File: src/rtl/shift_unit_pkg.sv
package shift_unit_pkg;

    typedef enum logic [1:0] {
        SH_PASS  = 2'b00,
        SH_RIGHT = 2'b01,
        SH_LEFT  = 2'b10,
        SH_BLOCK = 2'b11
    } shift_op_e;

    typedef struct packed {
        shift_op_e op;
        logic      use_carry;
    } shift_ctrl_t;

    function automatic logic pick_fill(input logic use_carry, input logic carry);
        return use_carry ? carry : 1'b0;
    endfunction

endpackage

File: src/rtl/shift_fill_gen.sv
module shift_fill_gen
    import shift_unit_pkg::*;
(
    input  logic use_carry,
    input  logic carry,
    output logic fill
);
    always_comb fill = pick_fill(use_carry, carry);
endmodule

File: src/rtl/shift_bit_mux.sv
module shift_bit_mux
    import shift_unit_pkg::*;
(
    input  shift_op_e op,
    input  logic      own_bit,
    input  logic      upper_bit,
    input  logic      lower_bit,
    output logic      out_bit
);
    always_comb begin
        case (op)
            SH_PASS:  out_bit = own_bit;
            SH_RIGHT: out_bit = upper_bit;
            SH_LEFT:  out_bit = lower_bit;
            default:  out_bit = 1'b0;
        endcase
    end
endmodule

File: src/rtl/combo_shift_unit.sv
module combo_shift_unit
    import shift_unit_pkg::*;
#(
    parameter int WIDTH = 8
) (
    input  logic [WIDTH-1:0] alu_res,
    input  logic [1:0]       shift_op,
    input  logic             fill_from_carry,
    input  logic             carry_in,
    output logic [WIDTH-1:0] bus_out
);
    localparam int MSB = WIDTH - 1;

    shift_ctrl_t ctrl;
    logic        fill_bit;

    always_comb begin
        ctrl.op        = shift_op_e'(shift_op);
        ctrl.use_carry = fill_from_carry;
    end

    shift_fill_gen u_fill (
        .use_carry (ctrl.use_carry),
        .carry     (carry_in),
        .fill      (fill_bit)
    );

    for (genvar i = 0; i < WIDTH; i++) begin : g_bit
        logic up_src;
        logic dn_src;
        if (i == MSB) begin : g_top
            assign up_src = fill_bit;
        end else begin : g_mid_up
            assign up_src = alu_res[i+1];
        end
        if (i == 0) begin : g_bot
            assign dn_src = fill_bit;
        end else begin : g_mid_dn
            assign dn_src = alu_res[i-1];
        end
        shift_bit_mux u_mux (
            .op        (ctrl.op),
            .own_bit   (alu_res[i]),
            .upper_bit (up_src),
            .lower_bit (dn_src),
            .out_bit   (bus_out[i])
        );
    end
endmodule

File: config.mk
export PLATFORM = sky130hd
export DESIGN_NAME = combo_shift_unit
export DESIGN_NICKNAME = d
export VERILOG_FILES = /design/src/rtl/shift_unit_pkg.sv /design/src/rtl/shift_fill_gen.sv /design/src/rtl/shift_bit_mux.sv /design/src/rtl/combo_shift_unit.sv
export SDC_FILE = /design/constraint.sdc
export NUM_CORES = 1
export LEC_CHECK = 0
export BUFFER_PORTS_ARGS = -buffer_cell sky130_fd_sc_hd__buf_2
export CORE_AREA = 2 2 39 41
export DETAILED_ROUTE_END_ITERATION = 8
export DIE_AREA = 0 0 41 43
export PLACE_DENSITY = 0.44
export SLEW_MARGIN = 10
export SYNTH_ARGS = -nofsm -noshare
export SYNTH_HDL_FRONTEND = slang
export SYNTH_SLANG_ARGS = --single-unit
File: constraint.sdc
create_clock -name vclk -period 0.8
set_input_delay 0.12 -clock vclk [all_inputs]
set_output_delay 0.12 -clock vclk [all_outputs]
set_load 0.02 [all_outputs]
== Word level (Yosys, flattened, before mapping) ==
Cells that the tools add are included.

* Register bits after elaboration: 0
* Word-level logic and storage cells: 12

* Equal/unequal tests: 2
* Mux-type cells: 9
* Reduce and logical (&&, ||, !) cells: 1

{| class="wikitable"
|+ Operator list
! operator !! count
|-
| one-hot mux 1 bit (3 select lines) || 8
|-
| equality test 2 x 1 -> 1 bit (second input constant) || 1
|-
| equality test 2 bit (second input constant) || 1
|-
| zero test 2 bit || 1
|-
| 2-to-1 mux 1 bit || 1
|}

== Depth between registers and ports, before layout ==
* Depth in word-level cells: 2
* Mapped depth: 4
* Depth with buffers taken out: 2

== Modules after synthesis ==
A second synthesis with hierarchy kept.

* Cell total of the unflattened synthesis: 25
* Area total of the unflattened synthesis: 186.4 um^2

{| class="wikitable"
|+ Modules (own cells, without submodules)
! module !! times used !! cells an instance !! area each (um^2) !! sequential area each (um^2)
|-
| shift_bit_mux || 8 || 3 || 22.5 || 0.0
|-
| shift_fill_gen || 1 || 1 || 6.3 || 0.0
|}

== Least setup slack after synthesis ==
No wires, ideal clock.

* Path type: input -> output
* Start point: input port shift_op[1]
* End point: output port bus_out[0]
* Arrival time: 686 ps
* Path slack: -6 ps
* Stages: 3
* Cells stage by stage: or3b_1 nand3_1 buf_4

* Word-level cells in the longest chain between the ends: 2
* Elaborated cells on any way between the ends: 4
* Classes of those cells: 2 x eq/ne; 1 x mux; 1 x reduce/logical

{| class="wikitable"
|+ Ends and longest elaborated chain
! what !! line !! text
|-
| from (decl) || combo_shift_unit.sv:7 || <nowiki>input logic [1:0] shift_op,</nowiki>
|-
| equality test 2 bit, or another cell as far along || shift_bit_mux.sv:11 || <nowiki>case (op)</nowiki>
|-
| one-hot mux 1 bit (3 select lines) (*) || shift_bit_mux.sv:11 ||
|-
| to (decl) || combo_shift_unit.sv:10 || <nowiki>output logic [WIDTH-1:0] bus_out</nowiki>
|}

Every way passes the cells marked *; elsewhere a longest branch is shown, timed or not.

== Worst setup path in the final report ==
* Start point: input port shift_op[0]
* End point: output port bus_out[0]

The elaborated chain is that of the path after synthesis.

==> metrics.yaml <==
clock_network:
  cts_hold_buf: 0
  postCtsSetupBuffers: 0
worst_setup_path:
  path_class: "in -> out"
  cp.required_ns: 0.68
  slowest_delay_ns: 0.39
  start_kind: "input pin"
  crit_path_end_kind: "output port"
  critical_path_buf_inv_count: 2
  crit_arrival_ns: 0.80
  crit_slowest_cell: "or3b_1"
  cpLargestDelayFamily: "simple AND/OR/NAND/NOR gates"
  path_max_fanout: 4
  path_cells: "buf_8 -> or3b_1 -> nand3_2 -> buf_6"
  startpoint: "shift_op[0]"
synth:
  synthTopCellsByCount: "buf_4 (9), mux2i_1 (7), o2bb2ai_1 (6)"
  synth_most_common_cell: "buf_4"
  synth-simple-area-share_pct: 19.1
  synth_nets: 42
  netlist-cell-type-count: 10
  synthTopCellsByArea: "mux2i_1 (27%), buf_4 (26%), o2bb2ai_1 (21%), nand4b_1 (6.9%), buf_6 (4.4%)"
  syn_inst: 30
  yosys.area_share.xor_xnor_pct: 0
  seq_area_frac_synth_pct: 0
  synth_area_um2: 255
  synth_top_family_by_area: "buffers and inverters"
  synthMuxAreaShare_pct: 27.5
  yosysTopAreaCell: "mux2i_1"
  yosysWarnings: 0
  synth_compound_area_share_pct: 22.5
  avgSynthCellArea_um2: 8.51
  synth_top_area_share_pct: 27.5
  synth_adder_area_share_pct: 0
worst_hold_path:
  hp-class: "in -> out"
  worstHoldStart: "alu_res[0]"
cells_and_area:
  stdcell_area_um2: 477
  drive_gt1_share_pct: 75.0
  regArea_um2: 0
  n_fill_cell: 147
  antennaDiodeCount: 0
  seq_cells: 0
  final_cells: 60
  n_clock_buffer: 0
  area_delta_synth_final_pct: 86.8
  nNetsFinal: 58
global_route:
  grt_start_max_net_pins: 7
  grt_pass1_wl_mm: 1.06
  grt_overflow_total: 0
  antenna_found_initial: 0
  grt_util_all_layers_pct: 8.09
  first_global_vias: 258
detailed_routing:
  drt-vias-per-instance: 4.48
  wire_per_inst_um: 11.0
  vias: 269
  antenna_left: 0
  drcViolationCount: 0
  drt_pass1_iterations: 1
  initialDrtViolationCount: 0
  wl_um: 659
sta:
  slew_headroom_pct: 87.8
  fmax_mhz: 1080
  layout_setup_ws_ns: -0.122
  fin_crit_sh_pct: 115
  hold_viol_final: 0
  setup_viol: 8
  fin_crit_ns: 0.922
  rsz0062_at_grt: "true"
  drv_slew: 0
  max_slew.worst_pin.slew_ns: 0.178
place:
  placed_area_um2: 339
  port_buffers: 20
  place_inst: 60
  hpwl_um: 508
  gp_congestion: 0.671
power_and_ir_drop:
  power.leakage_uw: 0.000215
  finalPower_uw: 316
  power_density_nw_per_um2: 664
  ir_drop_v: 0.000162
die:
  start_util_pct: 18.4
  fp.coreArea_um2: 1380
  dieWidth_um: 41
  rows: 14
  chipHeight_um: 43
  ioPinCount: 20
  die-area_um2: 1760
status:
  status: "finished, violations left"
  violations: "setup timing"
flow_run:
  cap_violations: 0
==> layer usage <==
layer | track usage [%] | vias to the layer above | routed length (um)
met2 | 15.9 | 8 | 385
met5 | 0 | - | 0
li1 | - | 135 | -
met3 | 0.524 | 0 | 37
met1 | 9.18 | 126 | 236
met4 | 0 | 0 | 0
==> repair_timing <==
item                       CTS  global route
setup endpoints to repair    8             8
gates resized for setup     31             1
pin swaps                    2             0
==> through the flow <==
step                      worst slack (ns)  util, %  setup TNS [ns]  hold WS (ns)
after floorplan                    0.00709        -               0         0.459
after global placement              -0.171     24.5           -1.15         0.595
after detailed placement            -0.167     24.5           -1.17         0.595
after CTS                           -0.119     33.8          -0.858         0.562
after global routing                -0.144     34.4           -1.07         0.588
final                               -0.122     34.4          -0.848         0.559
==> final timing paths <==
check / slack [ns] / cells past startpoint / end
max: -0.12 / 4 / bus_out[0]
min: 0.56 / 3 / bus_out[1]
==> placed cells by master, fill, tap and decap left out, drive strengths merged <==
master	netlist	final
or3b	1	1
nand3b	1	1
o2bb2ai	6	6
nand4b	2	2
nand3	1	1
buf	10	24
mux2i	7	7
o21ai	1	1
and2b	1	1
==> report_power, final <==
group          total (uW)  switching, uW  internal [uW]
clock network           0              0              0
registers               0              0              0
logic                 316            146            171
==> cell families (layout without fill, tap and decap cells) <==
kind of cell / Yosys count / in the layout
buffers and inverters: 10 / 24
AO/OA/AOI/OAI: 7 / 7
multiplexers: 7 / 7
AND/OR/NAND/NOR: 6 / 6
==> final cells by class <==
class / count / area, um2 / share of cell area (%)
Multi-Input combinational cell: 20 / 244 / 51.2
Timing Repair Buffer: 24 / 213 / 44.6
Tap cell: 16 / 20.0 / 4.20
No activity file was read; power rests on OpenSTA's default activity.
